[src/rtl/mdm_pkg.sv]
package mdm_pkg;
  localparam int NLINES = 4;
  localparam int STS_W  = 2 * NLINES;
  localparam int CTL_W  = 5;
  // control bit positions
  localparam int C_DTR  = 0;
  localparam int C_RTS  = 1;
  localparam int C_OUT1 = 2;
  localparam int C_OUT2 = 3;
  localparam int C_LOOP = 4;
  // line index inside a nibble: {dcd, ri, dsr, cts}
  localparam int L_CTS = 0;
  localparam int L_DSR = 1;
  localparam int L_RI  = 2;
  localparam int L_DCD = 3;

  function automatic logic [NLINES-1:0] loop_levels(input logic [CTL_W-1:0] c);
    logic [NLINES-1:0] v;
    v[L_DCD] = c[C_OUT2];
    v[L_RI]  = c[C_OUT1];
    v[L_DSR] = c[C_DTR];
    v[L_CTS] = c[C_RTS];
    return v;
  endfunction
endpackage

[src/rtl/mdm_ctl_reg.sv]
module mdm_ctl_reg
  import mdm_pkg::*;
#(
  parameter logic [CTL_W-1:0] RST_VAL = 5'b01000
) (
  input  logic             clk,
  input  logic             rst,
  input  logic             wr,
  input  logic [CTL_W-1:0] wdata,
  output logic [CTL_W-1:0] ctl_q,
  output logic [CTL_W-1:0] ctl_nxt,
  output logic             rts_o,
  output logic             dtr_o,
  output logic             out1_o,
  output logic             out2_o
);
  always_comb ctl_nxt = wr ? wdata : ctl_q;

  always_ff @(posedge clk) begin
    if (rst) begin
      ctl_q  <= RST_VAL;
      rts_o  <= RST_VAL[C_RTS] & ~RST_VAL[C_LOOP];
      dtr_o  <= RST_VAL[C_DTR] & ~RST_VAL[C_LOOP];
      out1_o <= RST_VAL[C_OUT1];
      out2_o <= RST_VAL[C_OUT2];
    end else begin
      ctl_q  <= ctl_nxt;
      rts_o  <= ctl_nxt[C_RTS] & ~ctl_nxt[C_LOOP];
      dtr_o  <= ctl_nxt[C_DTR] & ~ctl_nxt[C_LOOP];
      out1_o <= ctl_nxt[C_OUT1];
      out2_o <= ctl_nxt[C_OUT2];
    end
  end
endmodule

[src/rtl/mdm_line_track.sv]
module mdm_line_track
  import mdm_pkg::*;
#(
  parameter logic [NLINES-1:0] FALL_ONLY = 4'b0100,
  parameter logic [NLINES-1:0] RST_LVL   = 4'b1011
) (
  input  logic              clk,
  input  logic              rst,
  input  logic              hold,
  input  logic              clr,
  input  logic [NLINES-1:0] line_i,
  output logic [NLINES-1:0] lvl_nxt,
  output logic [NLINES-1:0] dlt_nxt
);
  for (genvar i = 0; i < NLINES; i++) begin : g_line
    logic lvl_q, dlt_q, chg;
    always_comb begin
      if (hold) begin
        chg        = 1'b0;
        lvl_nxt[i] = lvl_q;
        dlt_nxt[i] = dlt_q;
      end else begin
        if (FALL_ONLY[i]) chg = lvl_q & ~line_i[i];
        else              chg = lvl_q ^ line_i[i];
        lvl_nxt[i] = line_i[i];
        dlt_nxt[i] = (dlt_q & ~clr) | chg;
      end
    end
    always_ff @(posedge clk) begin
      if (rst) begin
        lvl_q <= RST_LVL[i];
        dlt_q <= 1'b0;
      end else begin
        lvl_q <= lvl_nxt[i];
        dlt_q <= dlt_nxt[i];
      end
    end
  end
endmodule

[src/rtl/mdm_sts_view.sv]
module mdm_sts_view
  import mdm_pkg::*;
#(
  parameter logic [NLINES-1:0] RST_LVL = 4'b1011
) (
  input  logic              clk,
  input  logic              rst,
  input  logic              loop_nxt,
  input  logic [CTL_W-1:0]  ctl_nxt,
  input  logic [NLINES-1:0] lvl_nxt,
  input  logic [NLINES-1:0] dlt_nxt,
  output logic [STS_W-1:0]  sts_q,
  output logic              any_q
);
  always_ff @(posedge clk) begin
    if (rst) begin
      sts_q <= {RST_LVL, {NLINES{1'b0}}};
      any_q <= 1'b0;
    end else begin
      sts_q <= loop_nxt ? {loop_levels(ctl_nxt), {NLINES{1'b0}}}
                        : {lvl_nxt, dlt_nxt};
      any_q <= |dlt_nxt;
    end
  end
endmodule

[src/rtl/modem_status_ctl.sv]
module modem_status_ctl
  import mdm_pkg::*;
#(
  parameter logic [NLINES-1:0] FALL_ONLY = 4'b0100,
  parameter logic [NLINES-1:0] RST_LVL   = 4'b1011,
  parameter logic [CTL_W-1:0]  CTL_RST   = 5'b01000
) (
  input  logic       clk,
  input  logic       rst,
  input  logic       ctl_wr,
  input  logic [7:0] ctl_wdata,
  output logic [7:0] ctl_q,
  input  logic       sts_rd,
  output logic [7:0] sts_q,
  input  logic       cts_i,
  input  logic       dsr_i,
  input  logic       ri_i,
  input  logic       dcd_i,
  output logic       rts_o,
  output logic       dtr_o,
  output logic       out1_o,
  output logic       out2_o,
  output logic       any_delta_o
);
  logic [CTL_W-1:0]  ctl_r, ctl_n;
  logic [NLINES-1:0] lines, lvl_n, dlt_n;

  always_comb begin
    lines        = '0;
    lines[L_CTS] = cts_i;
    lines[L_DSR] = dsr_i;
    lines[L_RI]  = ri_i;
    lines[L_DCD] = dcd_i;
  end

  mdm_ctl_reg #(.RST_VAL(CTL_RST)) u_ctl (
    .clk(clk), .rst(rst), .wr(ctl_wr), .wdata(ctl_wdata[CTL_W-1:0]),
    .ctl_q(ctl_r), .ctl_nxt(ctl_n),
    .rts_o(rts_o), .dtr_o(dtr_o), .out1_o(out1_o), .out2_o(out2_o)
  );

  mdm_line_track #(.FALL_ONLY(FALL_ONLY), .RST_LVL(RST_LVL)) u_trk (
    .clk(clk), .rst(rst), .hold(ctl_r[C_LOOP]), .clr(sts_rd),
    .line_i(lines), .lvl_nxt(lvl_n), .dlt_nxt(dlt_n)
  );

  mdm_sts_view #(.RST_LVL(RST_LVL)) u_view (
    .clk(clk), .rst(rst), .loop_nxt(ctl_n[C_LOOP]), .ctl_nxt(ctl_n),
    .lvl_nxt(lvl_n), .dlt_nxt(dlt_n), .sts_q(sts_q), .any_q(any_delta_o)
  );

  assign ctl_q = {{(8-CTL_W){1'b0}}, ctl_r};
endmodule

[config.mk]
export PLATFORM = sky130hd
export DESIGN_NAME = modem_status_ctl
export DESIGN_NICKNAME = d
export VERILOG_FILES = /design/src/rtl/mdm_pkg.sv /design/src/rtl/mdm_ctl_reg.sv /design/src/rtl/mdm_line_track.sv /design/src/rtl/mdm_sts_view.sv /design/src/rtl/modem_status_ctl.sv
export SDC_FILE = /design/constraint.sdc
export NUM_CORES = 1
export LEC_CHECK = 0
export ABC_AREA = 1
export BUFFER_PORTS_ARGS = -buffer_cell sky130_fd_sc_hd__buf_2
export CAP_MARGIN = 30
export CORE_UTILIZATION = 41
export DETAILED_ROUTE_END_ITERATION = 6
export PLACE_DENSITY_LB_ADDON = 0.1
export SYNTH_ARGS = -nofsm -noshare
export SYNTH_HDL_FRONTEND = slang
export SYNTH_SLANG_ARGS = --single-unit
[constraint.sdc]
create_clock -name clk -period 1.3 [get_ports clk]
set_clock_uncertainty 0.2 [all_clocks]
set_input_delay 0.13 -clock clk [delete_from_list [all_inputs] [get_ports clk]]
set_output_delay 0.13 -clock clk [all_outputs]
set_load 0.1 [all_outputs]
==> results.yml <==
cells_and_area:
  final_area_mm2: 0.00147
  drive_gt1_frac: 0.333
  fin_cells: 183
  nNetsFinal: 173
  syn_to_final_growth_pct: 63.6
  num_antenna_cells: 0
worst_setup_path:
  end_kind: "output pin"
  critical_path_class: "flop to output pin"
  crit_chain: "buf_12"
  crit_path_end: "ctl_q[4]"
  crit_fanout: 6
  critPathSlowestCell: "dfxtp_4"
  r2r-end: "u_view.any_q$_SDFF_PP0_"
  ff2ff_path_depth: 6
  crit_cells: 1
  crit_required_ns: 0.97
  ff2ff_setup_slack_ns: 0.07
  startpoint: "u_ctl.ctl_q[4]$_SDFF_PP0_"
  cp_slowest_stage_delay_ns: 0.42
  crit_arrival_ns: 0.91
  startpoint_type: "flop"
  cp.buffers_inverters: 1
  crit_family: "flip-flops"
  timing.rr.start: "u_ctl.ctl_q[4]$_SDFF_PP0_"
routing:
  dr.max_layer_used: "met4"
  wl_met1_um: 890
  dr_wl_met3_um: 64
  post-route-drc-count: 0
  drt-total-wl_um: 2070
  firstDrtPassIters: 4
  drt_iter0_markers: 16
  wl_met2_um: 1090
  wire_per_inst_um: 11.3
  ant_nets: 0
  vias: 836
  vias_per_cell: 4.57
floorplanning:
  die-area_mm2: 0.00239
  pin_count: 37
  die_h_um: 48.9
  design.core.area_mm2: 0.00202
  rows: 16
  die_x_um: 48.9
  initial_core_util: 0.446
yosys:
  synth_cells: 117
  synthTopCellsByArea: "dfxtp_1 53%, nand2_1 13%, nor2_1 6.7%"
  synthTopCellsByCount: "31 x nand2_1, 24 x dfxtp_1, 16 x nor2_1"
  yosysMostFrequentCell: "nand2_1"
  synth_top_cell_area_share: 0.533
  yosysTopAreaCell: "dfxtp_1"
  synth_flop_cell: "dfxtp_1"
  synth_cell_types: 16
  async_reset_ff_frac: 0
  ys_ff_latch: 24
  synth-warning-count: 0
  synth_edf_count: 0
  syn_area_um2: 901
  syn_avg_cell_area_um2: 7.70
  ys_seq_area_frac: 0.533
global_route:
  grt_max_degree: 16
  grt-ovfl-total: 0
  antenna_found_initial: 0
  first_global_vias: 819
  grt.total_usage: 0.181
  grt_pass1_wl_um: 3310
run_status:
  violations: "negative hold slack"
  status: "finished, violations left"
clock_network:
  clkTransAtPathRegs_ns: 0.13
  cts_max_level: 1
  cts.path.max_buffers: 2
  worst_skew_pair.late_latency_ns: 0.31
  cts_sinks: 24
  cts-root-buf: "clkbuf_4"
  cts-buffers-inserted: 3
  cts_tree: "yes"
timing:
  whs_ns: -0.00577
  hold_viol: 1
  setup-violations-final: 0
  clock.fmax_ghz: 0.806
  setup_slack_ns: 0.0593
  post-route-min-period_ns: 1.24
  min_period_over_period: 0.954
  slew_viol_final: 0
placement:
  dp_slack_ns: 0.000946
  place_area_mm2: 0.00135
  io_buffers: 30
  dp.cells: 172
  routabilityCongestion: 0.760
  dpl.hpwl_um: 1460
pwr:
  vdd.ir_drop.worst_v: 0.000945
  powerDensity_mw_per_mm2: 1320
  power.leakage_nw: 0.722
hold_path:
  hold_class: "input port to flop"
  min_from: "dcd_i"
run:
  drv_cap: 0
==> metrics by stage <==
step / TNS (ns) / power (mW) / util
6_report: 0 / 1.94 / 0.729
5_1_grt: -0.00254 / 2.01 / 0.729
4_1_cts: 0 / 1.95 / 0.722
3_5_place_dp: 0 / 1.54 / 0.667
3_3_place_gp: 0 / 1.53 / 0.667
2_1_floorplan: -0.0619 / 1.30 / -
==> worst min-delay path by stage <==
| stage | to | cells past startpoint |
|---|---|---|
| detailed placement | u_ctl.ctl_q[3]$_SDFF_PP1_ | 3 |
| finish | u_trk.g_line[3].lvl_q$_SDFF_PP1_ | 5 |
| CTS | u_trk.g_line[3].lvl_q$_SDFF_PP1_ | 5 |
| global placement | u_ctl.ctl_q[3]$_SDFF_PP1_ | 3 |
| global route | u_trk.g_line[2].dlt_q$_SDFF_PP0_ | 6 |
| floorplan | u_trk.g_line[2].lvl_q$_SDFF_PP0_ | 1 |
==> flip-flops by register name, indices dropped and copies added (netlist names) <==
register and count:
u_ctl.ctl_q 5, u_ctl.dtr_o 1, u_ctl.rts_o 1, u_trk.g_line.dlt_q 4, u_trk.g_line.lvl_q 4, u_view.any_q 1, u_view.sts_q 8
==> cell families after synthesis <==
logic type	Yosys count	share of synthesized area
AO/OA/AOI/OAI	11	0.0792
buffers and inverters	23	0.121
flip-flops	24	0.533
other	1	0.00416
AND/OR/NAND/NOR	58	0.262
==> layout by cell type (no fill, tap or decap), types with 4 or more instances in the layout <==
| cell | n |
|---|---|
| buf_12 | 18 |
| buf_2 | 11 |
| clkbuf_4 | 4 |
| dfxtp_1 | 19 |
| dfxtp_4 | 4 |
| dlygate4sd3_1 | 7 |
| inv_1 | 13 |
| nand2_1 | 30 |
| nand3_1 | 4 |
| nor2_1 | 15 |
| o21ai_1 | 5 |
| or2_2 | 4 |
==> report_power, final <==
| part | internal, mW | switching (mW) |
|---|---|---|
| Combinational | 0.242 | 0.471 |
| Clock | 0.171 | 0.219 |
| Sequential | 0.793 | 0.0480 |
| Total | 1.21 | 0.738 |
==> final cells by class <==
cell class | instances | area (um^2)
inverter | 16 | 62.6
clock buffer | 4 | 36.3
fill | 158 | 548
tap | 27 | 33.8
timing repair buffer | 40 | 515
sequential | 24 | 497
multi-input combinational | 72 | 329
==> layer usage <==
metal  track usage  vias up
met2         0.315       23
met3        0.0187        4
li1              -      428
met5             0        -
met4         0.103        0
met1         0.215      381
==> worst reg2reg max path, stage by stage, from the launching register on <==
cell and delay [ns]:
dfxtp_4 0.40, buf_4 0.15, nor2_4 0.09, nand2_1 0.07, nand2_1 0.08, nor2_1 0.05
a21oi_1 0.13
==> what timing repair did <==
action | in CTS | in global routing
endpoints found under the setup margin | 6 | 9
hold buffers | 7 | 0
hold endpoints to repair | 16 | 0
gates resized for setup | 2 | 10
buffers inserted | 1 | 0
Power figures use the tool's default switching activity.
